$ cat src/rtl/ttm_pkg.sv
package ttm_pkg;
   localparam int DESC_W  = 32;
   localparam int BASE_HI = 31;
   localparam int BASE_LO = 24;
   localparam int MASK_HI = 23;
   localparam int MASK_LO = 16;
   localparam int EN_BIT  = 15;
   localparam int PRIV_HI = 14;
   localparam int PRIV_LO = 13;
   localparam int UA_HI   = 9;
   localparam int UA_LO   = 8;
   localparam int CM_HI   = 6;
   localparam int CM_LO   = 5;
   localparam int WP_BIT  = 2;

   typedef enum logic [1:0] {
      PRIV_USER_ONLY  = 2'b00,
      PRIV_SUPER_ONLY = 2'b01,
      PRIV_EITHER_A   = 2'b10,
      PRIV_EITHER_B   = 2'b11
   } priv_filter_e;

   typedef enum logic [1:0] {
      CACHE_WTHRU   = 2'b00,
      CACHE_COPYBK  = 2'b01,
      CACHE_SERIAL  = 2'b10,
      CACHE_NONE    = 2'b11
   } cache_pol_e;

   typedef struct packed {
      logic       hit;
      logic       rd;
      logic       ex;
      logic       wr;
      cache_pol_e cache;
      logic [1:0] uattr;
      logic [1:0] pstat;
   } ttm_result_t;
endpackage

$ cat src/rtl/ttm_regbank.sv
module ttm_regbank #(
   parameter int NREG = 4,
   parameter int DW   = 32,
   localparam int SEL_W = (NREG > 1) ? $clog2(NREG) : 1
) (
   input  logic                      clk,
   input  logic                      rst_n,
   input  logic                      we,
   input  logic [SEL_W-1:0]          sel,
   input  logic [DW-1:0]             wdata,
   output logic [NREG-1:0][DW-1:0]   q
);
   generate
      for (genvar g = 0; g < NREG; g++) begin : g_slot
         always_ff @(posedge clk or negedge rst_n) begin
            if (!rst_n)
               q[g] <= '0;
            else if (we && (sel == SEL_W'(g)))
               q[g] <= wdata;
         end
      end
   endgenerate

   // A write lands in the addressed slot on the next edge
   assert_write_lands_R9: assert property (@(posedge clk) disable iff (!rst_n)
      (we && (int'(sel) < NREG)) |=> (q[$past(sel)] == $past(wdata)));
endmodule

$ cat src/rtl/ttm_entry_cmp.sv
module ttm_entry_cmp
   import ttm_pkg::*;
#(
   parameter int TAG_W = 8
) (
   input  logic [DESC_W-1:0] cfg,
   input  logic [TAG_W-1:0]  tag,
   input  logic              sup,
   output logic              match
);
   localparam int FIELD_W = BASE_HI - BASE_LO + 1;

   generate
      if (TAG_W != FIELD_W) begin : g_bad_tag
         $error("ttm_entry_cmp: TAG_W must equal the base field width");
      end
   endgenerate

   logic [TAG_W-1:0] base_f, mask_f, diff;
   priv_filter_e     priv_f;
   logic             priv_ok;

   always_comb begin
      base_f = cfg[BASE_HI:BASE_LO];
      mask_f = cfg[MASK_HI:MASK_LO];
      priv_f = priv_filter_e'(cfg[PRIV_HI:PRIV_LO]);
      diff   = (tag ^ base_f) & ~mask_f;
      unique case (priv_f)
         PRIV_USER_ONLY:  priv_ok = !sup;
         PRIV_SUPER_ONLY: priv_ok = sup;
         default:         priv_ok = 1'b1;
      endcase
      match = cfg[EN_BIT] && priv_ok && (diff == '0);
   end
endmodule

$ cat src/rtl/ttm_pick.sv
module ttm_pick #(
   parameter int N = 2,
   localparam int IW = (N > 1) ? $clog2(N) : 1
) (
   input  logic [N-1:0]  req,
   output logic          any,
   output logic [IW-1:0] idx
);
   always_comb begin
      any = 1'b0;
      idx = '0;
      for (int i = N - 1; i >= 0; i--) begin
         if (req[i]) begin
            any = 1'b1;
            idx = IW'(i);
         end
      end
   end

   // The chosen slot requests and no lower slot does
   always_comb begin
      if (any) begin
         assert_pick_lowest_R6: assert (req[idx] && ((req & ((N'(1) << idx) - N'(1))) == '0));
      end
   end
endmodule

$ cat src/rtl/tt_region_match.sv
module tt_region_match
   import ttm_pkg::*;
#(
   parameter int ADDR_W   = 32,
   parameter int PER_SIDE = 2,
   localparam int NREG  = 2 * PER_SIDE,
   localparam int SEL_W = $clog2(NREG),
   localparam int PW    = (PER_SIDE > 1) ? $clog2(PER_SIDE) : 1,
   localparam int TAG_W = BASE_HI - BASE_LO + 1
) (
   input  logic              clk,
   input  logic              rst_n,
   input  logic              cfg_we,
   input  logic [SEL_W-1:0]  cfg_sel,
   input  logic [31:0]       cfg_data,
   input  logic              lk_valid,
   input  logic [ADDR_W-1:0] lk_addr,
   input  logic              lk_super,
   input  logic              lk_code,
   input  logic              lk_probe,
   output logic              rs_valid,
   output logic              rs_hit,
   output logic              rs_read,
   output logic              rs_exec,
   output logic              rs_write,
   output logic [1:0]        rs_cache,
   output logic [1:0]        rs_uattr,
   output logic [1:0]        rs_probe_st
);
   generate
      if (PER_SIDE < 1) begin : g_bad_side
         $error("tt_region_match: PER_SIDE must be at least 1");
      end
      if (ADDR_W < TAG_W) begin : g_bad_addr
         $error("tt_region_match: ADDR_W narrower than the base field");
      end
   endgenerate

   logic [NREG-1:0][DESC_W-1:0] desc;
   logic [NREG-1:0]             hits;
   logic [PER_SIDE-1:0]         side_hits;
   logic                        any_hit;
   logic [PW-1:0]               loc_idx;
   logic [SEL_W-1:0]            win_idx;
   logic [DESC_W-1:0]           win_desc;
   ttm_result_t                 res_d, res_q;

   ttm_regbank #(.NREG(NREG), .DW(DESC_W)) u_bank (
      .clk(clk), .rst_n(rst_n), .we(cfg_we), .sel(cfg_sel),
      .wdata(cfg_data), .q(desc)
   );

   generate
      for (genvar g = 0; g < NREG; g++) begin : g_cmp
         ttm_entry_cmp #(.TAG_W(TAG_W)) u_cmp (
            .cfg(desc[g]), .tag(lk_addr[ADDR_W-1 -: TAG_W]),
            .sup(lk_super), .match(hits[g])
         );
      end
   endgenerate

   assign side_hits = lk_code ? hits[PER_SIDE-1:0] : hits[NREG-1:PER_SIDE];

   ttm_pick #(.N(PER_SIDE)) u_pick (
      .req(side_hits), .any(any_hit), .idx(loc_idx)
   );

   always_comb begin
      win_idx  = lk_code ? SEL_W'(loc_idx) : SEL_W'(loc_idx) + SEL_W'(PER_SIDE);
      win_desc = desc[win_idx];
      res_d    = '0;
      if (lk_valid && any_hit) begin
         res_d.hit   = 1'b1;
         res_d.rd    = 1'b1;
         res_d.ex    = 1'b1;
         res_d.wr    = !win_desc[WP_BIT];
         res_d.cache = cache_pol_e'(win_desc[CM_HI:CM_LO]);
         res_d.uattr = win_desc[UA_HI:UA_LO];
         res_d.pstat = lk_probe ? 2'b11 : 2'b00;
      end
   end

   always_ff @(posedge clk or negedge rst_n) begin
      if (!rst_n) begin
         res_q    <= '0;
         rs_valid <= 1'b0;
      end else begin
         res_q    <= res_d;
         rs_valid <= lk_valid;
      end
   end

   assign rs_hit      = res_q.hit;
   assign rs_read     = res_q.rd;
   assign rs_exec     = res_q.ex;
   assign rs_write    = res_q.wr;
   assign rs_cache    = res_q.cache;
   assign rs_uattr    = res_q.uattr;
   assign rs_probe_st = res_q.pstat;

   assert_valid_follows_R9: assert property (@(posedge clk) disable iff (!rst_n)
      lk_valid |=> rs_valid);
   assert_idle_follows_R9: assert property (@(posedge clk) disable iff (!rst_n)
      !lk_valid |=> (!rs_valid && !rs_hit));
   assert_hit_perms_R4: assert property (@(posedge clk) disable iff (!rst_n)
      rs_hit |-> (rs_read && rs_exec));
   assert_write_needs_hit_R4: assert property (@(posedge clk) disable iff (!rst_n)
      (rs_write || rs_read || rs_exec) |-> rs_hit);
   assert_miss_attrs_R7: assert property (@(posedge clk) disable iff (!rst_n)
      !rs_hit |-> ((rs_cache == 2'b00) && (rs_uattr == 2'b00)));
   assert_probe_status_R8: assert property (@(posedge clk) disable iff (!rst_n)
      (rs_probe_st != 2'b00) |-> (rs_hit && (rs_probe_st == 2'b11)));
   assert_side_hit_R5: assert property (@(posedge clk) disable iff (!rst_n)
      (lk_valid && (side_hits != '0)) |=> rs_hit);
endmodule

$ cat config.mk
export PLATFORM = sky130hd
export DESIGN_NAME = tt_region_match
export DESIGN_NICKNAME = d
export VERILOG_FILES = /design/src/rtl/ttm_pkg.sv /design/src/rtl/ttm_regbank.sv /design/src/rtl/ttm_entry_cmp.sv /design/src/rtl/ttm_pick.sv /design/src/rtl/tt_region_match.sv
export SDC_FILE = /design/constraint.sdc
export NUM_CORES = 1
export LEC_CHECK = 0
export BUFFER_PORTS_ARGS = -buffer_cell sky130_fd_sc_hd__buf_2
export CAP_MARGIN = 20
export CORE_MARGIN = 2
export CORE_UTILIZATION = 40
export CTS_BUF_LIST = sky130_fd_sc_hd__clkbuf_4
export CTS_CLUSTER_DIAMETER = 40
export DETAILED_ROUTE_END_ITERATION = 10
export GPL_TIMING_DRIVEN = 0
export PLACE_DENSITY = 0.62
export SLEW_MARGIN = 10
export SYNTH_ARGS = -nofsm -noshare
export SYNTH_HDL_FRONTEND = slang
export SYNTH_SLANG_ARGS = --single-unit
$ cat constraint.sdc
create_clock -name clk -period 1.6 [get_ports clk]
set_input_delay 0.24 -clock clk [delete_from_list [all_inputs] [get_ports clk]]
set_output_delay 0.24 -clock clk [all_outputs]
set_load 0.01 [all_outputs]
* After elaboration in Yosys (flattened, before gate mapping)
Index checks and enable logic that the tools add are counted.
** Operators by class
- Bitwise logic cells :: 12
- Add/sub/neg operators :: 1
- Muxes and demuxes :: 13
- Reduce and logical (&&, ||, !) cells :: 24
- $lt $le $gt $ge :: 1
- Equality and inequality tests :: 7
** Operators by type and width (number)
- binary-select mux 32 bit (select 2 bit) :: 1
- bitwise AND 8 bit :: 4
- zero test 8 bit :: 4
- inverter 8 bit :: 4
- XOR 8 bit :: 4
- 2-to-1 mux 10 bit :: 2
- logical AND 1 bit :: 13
- == test 2 x 1 -> 1 bit, second input constant :: 5
- zero test 2 bit :: 5
- case mux 1 bit (2 select lines) :: 4
- 2-to-1 mux 2 bit :: 3
- == test 2 bit, second input constant :: 2
- < comparator 2 x 3 -> 1 bit, second input constant :: 1
- 2-to-1 mux 1 bit :: 3
- adder 1 x 2 -> 2 bit, second input constant :: 1
- zero test 1 bit :: 2
** Storage, ports and cells
- Input bits :: 73
- Bits in registers :: 139

* Depth between registers and ports, before layout
Gate-level depths: netlist of run 1.
- Word-level depth :: 13
- Gate-level depth with buffers :: 8

* Cells and area by module
A second synthesis of run 1 with hierarchy kept.
** Second synthesis, totals
- Cells, all modules :: 365
- Area total of the unflattened synthesis :: 5676.7 um^2
** By module, submodules not included
- ttm_regbank :: area an instance 4744.6 um^2, times used 1, cells each 272
- ttm_entry_cmp :: area an instance 125.1 um^2, times used 4, cells each 16
- tt_region_match :: area an instance 416.6 um^2, times used 1, cells each 27
- ttm_pick :: area an instance 15.0 um^2, times used 1, cells each 2

* Least setup slack after synthesis of run 1
No wires, ideal clock.
- Kind :: register to register
- From :: register u_bank.q[126] (netlist bit)
- To :: register res_q, in the netlist rs_write
- Data required time :: 1527 ps
- Cell stages (with the launch flop) :: 8
- Path buffers :: 1
- Path slack :: 41 ps
- Period minus slack after synthesis :: 1559 ps
- Data arrival time :: 1486 ps
- Cell sequence :: dfrtp_1 -> xnor2_1 -> o22ai_1 -> nor3_1 -> a22o_1 -> buf_6 -> a221o_1 -> a21oi_2
** RTL lines
- from (decl) :: RTL line ttm_regbank.sv:11 : output logic [NREG-1:0][DW-1:0] q
- from (signal, indexed assignment) :: RTL line ttm_regbank.sv:19 : q[g] <= wdata;
- to (signal assigned) :: RTL line tt_region_match.sv:88 : res_q <= res_d;
- to (decl) :: RTL line tt_region_match.sv:46 : ttm_result_t res_d, res_q;

==> impl_metrics.toml, run 1 <==
[clock_network]
cts_buffer_depth = 2
cts_made_buffers = 9
clock_sinks = 104
cts.reportedPaths.clkPinSlew_ps = 170
tritoncts = "yes"
htreeDepth = 3
clk_latency_ps = 450
cts-root-buf = "clkbuf_4"

[sta]
hold_violations = 0
hold_ws_ps = 47.33
setup_tns_ps = -1350
finalSetupViolCount = 7
worst_slew_pin_slew_ps = 884.3
rsz0062_at_grt = "yes"
fmax_mhz = 546.1
fin_crit_sh_pct = 114.4
finalWorstSetupSlack_ps = -231.2
slew_headroom_pct = 41.05
drv_slew = 0
skew_ps = 17.17
min_period_ps = 1831

[critical_path]
cp.required_ps = 1960
cp.arrival_ps = 2190
cpLargestDelayFamily = "compound AO/OA/AOI/OAI gates"
rr_startpoint = "u_bank.q[122]"
cp_slowest_stage_delay_ps = 420
critical_path_class = "reg2reg"
timing.rr.end = "rs_cache[0]"
critPathCaptureType = "flop"
critPathSlowestCell = "dfrtp_1"
cp_max_fo = 7
cp_cell_sequence = "xnor2_1 > o22ai_1 > nor3_1 > a22o_2 > buf_4 > o21ai_4 > a311oi_1"
ff2ff_path_depth = 7
start_kind = "flop"
critPathBufInv = 1
rrSetupSlack_ps = -230

[layout]
utilization_pct = 46.76
fillCellCount = 1060
multi_input_area_um2 = 1922
regArea_um2 = 2603
drive_gt1_share_pct = 49.74
area_growth_pct = 14.94
final_cells = 531
antennaDiodeCount = 0
nets = 456

[grt]
grt_overflow_total = 0
grt_usage_pct = 15.74
grt_max_degree = 62
grt_pass1_vias = 2821
antenna_found_initial = 0
grt_pass1_wl_um = 15120

[die]
die_h_um = 111.3
rows = 39
die_w_um = 111.3
start_util_pct = 40.68
fp.coreArea_um2 = 11320
die-area_um2 = 12390
ios = 84

[min_path]
hold_class = "in2reg"
hold_end = "u_bank.q[24]"
whs_path_depth = 2
min_from = "cfg_data[24]"

[logic_synthesis]
synthCells = 321
ys_ff_latch = 104
ys_types = 28
synth-edff-count = 0
yosys_warnings = 0
postSynthAreaPerCell_um2 = 14.35
seq_area_frac_synth_pct = 56.51
syn_nets = 394
ys.flop_type = "dfrtp_1"
synth.cell_area_um2 = 4606
synthArstFlopShare_pct = 100.0

[place]
gp_congestion = 0.7356
post-dp-hpwl_um = 6573
placedCellCount = 506
portBuffers = 41

[status]
outcome = "finished, violations left"
violations = "setup timing"

[power]
peakVddDrop_mv = 0.5114
p_leak_nw = 2.297
total_power_mw = 5.936
powerDensity_nw_per_um2 = 1121

[drt]
postRouteAntennaNets = 0
drt_wl_total_um = 9467
drt_iter0_drc = 120
dr.pass1.iters = 4
drc = 0
drt-vias-per-instance = 5.128
vias = 2723
wl_per_cell_um = 17.83

[run]
cap_violations = 0
-- final cells by class --
type                    count  share of cell area, %
inverters                   2                 0.1418
multi-input cells         193                  36.30
plain buffers              23                  2.931
flip-flops and latches    104                  49.16
clock inverters             7                  1.064
repair buffers             50                  5.743
well taps                 143                  3.380
clock buffers               9                  1.276
-- flip-flops by register name (all words and copies together), names as in the netlist --
| signal | count |
|---|---|
| rs_cache | 2 |
| rs_exec | 1 |
| rs_probe_st | 1 |
| rs_uattr | 2 |
| rs_valid | 1 |
| rs_write | 1 |
| u_bank.q | 96 |
-- layout by cell type (no fill, tap or decap), types with 6 or more instances in the layout --
| cell | synthesis | final |
|---|---|---|
| mux2_2 | 96 | 96 |
| xnor2_1 | 35 | 34 |
| clkbuf_4 | 0 | 9 |
| dfrtp_1 | 104 | 104 |
| buf_2 | 4 | 45 |
| buf_6 | 5 | 6 |
| clkbuf_1 | 7 | 7 |
| nor2b_1 | 7 | 7 |
| buf_4 | 7 | 11 |
| o22ai_1 | 16 | 15 |
-- kinds of logic after synthesis --
logic type,synth area share [%]
AO/OA/AOI/OAI,5.678
XOR/XNOR,7.009
buffers and inverters,3.532
flip-flops,56.51
multiplexers,24.56
AND/OR/NAND/NOR,2.716
-- stage by stage --
step           cell area [µm²]  worst slack, ps
4_1_cts                   5202           -249.6
5_1_grt                   5294           -323.7
3_3_place_gp              4990           -839.8
6_report                  5294           -231.2
2_1_floorplan             4606            41.30
3_5_place_dp              5024           -337.2
-- cells in the mapped netlist (3+ instances only) --
cell	number	area (µm²)
buf_4	7	52.55
mux2i_1	5	50.05
mux2_2	96	1081
nor2_1	5	18.77
buf_2	4	20.02
nor3_1	3	15.01
clkbuf_1	7	26.28
nor2b_1	7	43.79
a221oi_1	4	35.03
xnor2_1	35	306.5
o22ai_1	16	100.1
dfrtp_1	104	2603
a311oi_1	4	35.03
buf_6	5	56.30
-- report_power, final --
| part | internal [mW] | leakage [nW] | total, mW | switching [mW] |
|---|---|---|---|---|
| registers | 3.09 | 1.24 | 3.36 | 0.265 |
| clock network | 0.341 | 0.0722 | 1.24 | 0.895 |
| logic | 0.759 | 0.980 | 1.34 | 0.582 |
-- worst max-delay path by stage --
stage / from / to / slack (ps) / cells after the start
floorplan: u_bank.q[126] / rs_write / 40 / 7
global placement: rst_n / u_bank.q[88] / -840 / 1
detailed placement: cfg_sel[1] / u_bank.q[23] / -340 / 4
CTS: u_bank.q[45] / rs_uattr[0] / -250 / 7
global route: u_bank.q[45] / rs_write / -320 / 7
finish: u_bank.q[122] / rs_cache[0] / -230 / 7
-- per-layer routing --
metal | track usage (%) | part of all wire (%)
met1 | 22.62 | 50
met2 | 24.11 | 45
met3 | 3.116 | 3.5
met4 | 5.267 | 2.0
met5 | 0 | 0
-- repair_timing --
action,4_1_cts,5_1_grt
setup buffers,1,3
pin swaps,7,6
cloned,1,1
endpoints found under the setup margin,7,7
hold buffers,3,0
resized for setup,3,10
endpoints found under the hold margin,45,0
No activity file was read; power rests on OpenSTA's default activity.
==> run 2: changes to the inputs <==
--- a/config.mk
+++ b/config.mk
@@ -13,8 +13,9 @@
 export CTS_CLUSTER_DIAMETER = 40
 export DETAILED_ROUTE_END_ITERATION = 10
 export GPL_TIMING_DRIVEN = 0
-export PLACE_DENSITY = 0.62
+export PLACE_DENSITY = 0.61
 export SLEW_MARGIN = 10
 export SYNTH_ARGS = -nofsm -noshare
 export SYNTH_HDL_FRONTEND = slang
+export SYNTH_HIERARCHICAL = 1
 export SYNTH_SLANG_ARGS = --single-unit
==> impl_metrics.toml, run 2 <==
[drt]
dr.pass1.iters = 4
drt-vias-per-instance = 5.086
drc = 0
met2_length_um = 4497
postRouteAntennaNets = 0
wl_per_cell_um = 17.26
vias = 2594
dr_wl_met3_um = 345
drt_wl_total_um = 8801
wl_met1_um = 3701
drt_iter0_drc = 87
top_layer = "met4"

[layout]
multi_input_area_um2 = 1856
regArea_um2 = 2603
area_growth_pct = 14.24
nets = 438
largest_register_ffs = 96
drive_gt1_share_pct = 52.97
layout_common_cells = "dfrtp_1, mux2_2, buf_2, xnor2_1, o22ai_1"
layout_commonest_cell = "dfrtp_1"
utilization_pct = 47.17
top_register = "u_bank/q"
fillCellCount = 1021
antennaDiodeCount = 0

[critical_path]
cp_slowest_stage_delay_ps = 520
cp_max_fo = 5
cp.required_ps = 1960
critPathCaptureType = "flop"
start_kind = "flop"
cp.arrival_ps = 2730
cp_cell_sequence = "xnor2_1 > o22ai_1 > or3_4 > nor3_2 > mux2_4 > and2b_4 > mux4_2 > and2_1"
critical_path_class = "reg2reg"
cpLargestDelayFamily = "simple AND/OR/NAND/NOR gates"
critPathSlowestCell = "mux4_2"
critPathBufInv = 0

[sta]
drv_slew = 0
skew_ps = 16.52
hold_ws_ps = 43.32
fin_crit_sh_pct = 148.2
fmax_mhz = 421.7
finalSetupViolCount = 7
setup_tns_ps = -4129
finalWorstSetupSlack_ps = -771.1
hold_violations = 0
worst_slew_pin_slew_ps = 496.0
min_period_ps = 2371
rsz0062_at_grt = "yes"
slew_headroom_pct = 66.93

[clock_network]
cts.reportedPaths.clkPinSlew_ps = 160
cts_buffer_depth = 2
cts_made_buffers = 9
clk_latency_ps = 460
htreeDepth = 3
clock_sinks = 104
tritoncts = "yes"
cts-root-buf = "clkbuf_4"
cts_setup_buffers = 0

[place]
portBuffers = 50
post-dp-hpwl_um = 6264
gp_congestion = 0.7316
place_ws_ps = -841.2

[logic_synthesis]
syn_nets = 374
synthCells = 301
yosys_warnings = 6
postSynthAreaPerCell_um2 = 15.00
synth.cell_area_um2 = 4516

[die]
die_h_um = 110.3
rows = 38
ios = 84
die-area_um2 = 12160
start_util_pct = 41.29
fp.coreArea_um2 = 10940
die_w_um = 110.3

[power]
peakVddDrop_mv = 0.5556
p_leak_nw = 2.224
powerDensity_nw_per_um2 = 1120
total_power_mw = 5.778

[min_path]
hold_class = "in2reg"

[run]
cap_violations = 0

[grt]
grt_overflow_total = 0
grt_max_degree = 58
grt_usage_pct = 16.03
grt_pass1_vias = 2790
grt_pass1_wl_um = 14050
antenna_found_initial = 0

[status]
outcome = "finished, violations left"
violations = "setup timing"
==> run 2: timing repair <==
action | 4_1_cts | 5_1_grt
pin swaps | 6 | 5
hold endpoints to repair | 48 | 1
setup endpoints to repair | 7 | 7
resized for setup | 9 | 4
hold buffers | 2 | 1
==> run 2: cell type report <==
cell class | instances | area share, %
tap | 140 | 3.396
clock buffer | 10 | 1.455
multi-input combinational | 180 | 35.97
buffer | 16 | 1.819
timing repair buffer | 54 | 6.088
clock inverter | 6 | 0.8246
sequential | 104 | 50.45
==> run 2: worst paths after layout <==
path	startpoint	end	slack, ps	cells past startpoint
max reg2reg	u_bank/q[126]	rs_uattr[0]	-770	8
min in group asynchronous	rst_n	u_bank/q[49]	260	2
min reg2reg	u_bank/q[5]	u_bank/q[5]	500	1
max	u_bank/q[126]	rs_uattr[0]	-770	8
max in group asynchronous	rst_n	u_bank/q[60]	710	3
min	cfg_data[25]	u_bank/q[121]	40	2
==> run 2: where the power goes <==
group          leakage [nW]  internal, mW  switching, mW  total, mW
clock                0.0652         0.347          0.864       1.21
combinational         0.914         0.733          0.486       1.22
sequential             1.24          3.09          0.254       3.35
total                  2.22          4.17           1.60       5.78
==> run 2: metrics by stage <==
stage                     std cells  instance area, µm²
after global routing            510                5159
after global placement          491                4949
after detailed placement        492                4982
after CTS                       510                5144
final                           510                5159
after floorplan                 301                4523
==> run 2: routing by layer <==
metal | vias up | track usage [%]
met4 | 0 | 6.518
met3 | 16 | 4.468
met1 | 1326 | 18.47
li1 | 1198 | -
met2 | 54 | 28.09
met5 | - | 0
==> run 3: changes to the inputs <==
--- a/config.mk
+++ b/config.mk
@@ -5,6 +5,7 @@
 export SDC_FILE = /design/constraint.sdc
 export NUM_CORES = 1
 export LEC_CHECK = 0
+export ABC_AREA = 1
 export BUFFER_PORTS_ARGS = -buffer_cell sky130_fd_sc_hd__buf_2
 export CAP_MARGIN = 20
 export CORE_MARGIN = 2
@@ -13,7 +14,7 @@
 export CTS_CLUSTER_DIAMETER = 40
 export DETAILED_ROUTE_END_ITERATION = 10
 export GPL_TIMING_DRIVEN = 0
-export PLACE_DENSITY = 0.61
+export PLACE_DENSITY = 0.6
 export SLEW_MARGIN = 10
 export SYNTH_ARGS = -nofsm -noshare
 export SYNTH_HDL_FRONTEND = slang
==> impl_metrics.toml, run 3 <==
[status]
outcome = "finished, violations left"
violations = "setup timing"

[drt]
drt-vias-per-instance = 5.049
drt_wl_total_um = 15120
drc = 0
dr.pass1.iters = 4
vias = 4993
postRouteAntennaNets = 0
drt_iter0_drc = 304
wl_per_cell_um = 15.29

[sta]
fmax_mhz = 552.5
hold_ws_ps = 30.97
drv_slew = 0
finalSetupViolCount = 6
setup_tns_ps = -1016
slew_headroom_pct = 55.97
min_period_ps = 1810
skew_ps = 20.02
fin_crit_sh_pct = 113.1
hold_violations = 0
worst_slew_pin_slew_ps = 660.4
finalWorstSetupSlack_ps = -210.0
rsz0062_at_grt = "yes"

[critical_path]
cp.required_ps = 2020
worstSetupStartpoint = "u_bank/q[88]"
rr_startpoint = "u_bank/q[88]"
critPathCaptureType = "flop"
start_kind = "flop"
timing.rr.end = "rs_uattr[1]"
cp-endpoint = "rs_uattr[1]"
cp.arrival_ps = 2230
ff2ff_path_depth = 13
critical_path_class = "reg2reg"
rrSetupSlack_ps = -210
cp_max_fo = 5

[layout]
utilization_pct = 47.50
fillCellCount = 1344
drive_gt1_share_pct = 16.36
nets = 882
largest_register_ffs = 96
multi_input_area_um2 = 2165
top_register = "u_bank/q"
post-route-cell-area_um2 = 6265
antennaDiodeCount = 0
area_growth_pct = 16.80
layout_common_cells = "nand2_1, dfrtp_1, buf_2, inv_1, nand4_1"
regArea_um2 = 2603
layout_commonest_cell = "nand2_1"

[grt]
globalRouteMet2Util_pct = 38.82
antenna_found_initial = 0
grt_usage_pct = 22.39
grt_pass1_vias = 4846
grt_pass1_wl_um = 24700
grt_overflow_total = 0
use_met1_pct = 27.92
grt_max_degree = 88
grt_busiest_layer = "met2"
met3_usage_pct = 4.325

[logic_synthesis]
syn_nets = 801
yosys_warnings = 6
synth.cell_area_um2 = 5364
synthCells = 728
postSynthAreaPerCell_um2 = 7.368

[die]
die-area_um2 = 14350
fp.coreArea_um2 = 13190
start_util_pct = 40.67
rows = 42
ios = 84
die_w_um = 119.8
die_h_um = 119.8

[run]
cap_violations = 0

[clock_network]
cts_buffer_depth = 2
tritoncts = "yes"
clk_latency_ps = 490
cts-root-buf = "clkbuf_4"
cts.reportedPaths.clkPinSlew_ps = 170
htreeDepth = 3
clock_sinks = 104
cts_made_buffers = 9

[place]
post-dp-hpwl_um = 10970
portBuffers = 49
gp_congestion = 0.9287
dpl_cell_area_um2 = 5863

[power]
peakVddDrop_mv = 0.6441
p_leak_nw = 3.461
powerDensity_nw_per_um2 = 973.6

[min_path]
hold_class = "in2reg"
run 3: worst min path at each step:
stage                            start            end  slack, ps  cells past startpoint
after floorplan                  rst_n    rs_cache[0]        -60                      0
after global placement        lk_valid       rs_valid        370                      1
after detailed placement         rst_n    rs_uattr[0]         90                      1
after CTS                 cfg_data[19]   u_bank/q[83]        0.8                      3
after global routing      cfg_data[18]   u_bank/q[82]          1                      3
final                     cfg_data[20]  u_bank/q[116]         30                      3
run 3: per-layer routing:
| metal | wire length (µm) | vias to the layer above |
|---|---|---|
| met2 | 7427 | 154 |
| li1 | - | 2446 |
| met3 | 808 | 24 |
| met5 | 0 | - |
| met1 | 6477 | 2369 |
| met4 | 404 | 0 |
run 3: stage by stage:
stage	setup WS, ps	power [mW]	std cells
after floorplan	9.380	4.066	728
after global placement	-882.1	4.483	953
after detailed placement	-317.2	4.544	954
after CTS	-226.0	6.123	985
after global routing	-332.4	6.500	989
final	-210.0	6.099	989
run 3: cell type report:
class | count | share of cell area (%)
Sequential cell | 104 | 41.54
Multi-Input combinational cell | 471 | 34.55
Timing Repair Buffer | 70 | 7.490
Inverter | 98 | 5.952
Buffer | 55 | 4.454
Tap cell | 176 | 3.515
Clock inverter | 5 | 1.298
Clock buffer | 10 | 1.198
run 3: where the power goes:
| group | internal (mW) | total, mW | leakage [nW] | switching (mW) |
|---|---|---|---|---|
| Sequential | 3.01 | 3.26 | 1.31 | 0.250 |
| Clock | 0.646 | 1.52 | 0.0829 | 0.876 |
| Combinational | 0.498 | 1.31 | 2.07 | 0.816 |
| Total | 4.16 | 6.10 | 3.46 | 1.94 |
run 3: timing repair:
item / 4_1_cts / 5_1_grt
gates cloned: 0 / 1
setup buffers: 2 / 1
hold buffers: 14 / 2
setup endpoints to repair: 7 / 7
gates resized for setup: 5 / 15
hold endpoints to repair: 124 / 2
pin swaps: 2 / 2
run 3: worst max-delay path, stage by stage (launching register included):
cell and delay, ps:
dfrtp_1 430, or2_0 230, nand2_1 80, nand2_1 60, nor2_1 120, nand2_1 110, nor2_1 90, nand2_1 70
nand2_2 80, nor2_4 60, buf_4 140, nand2_1 60, nand3_1 70, a21oi_1 140
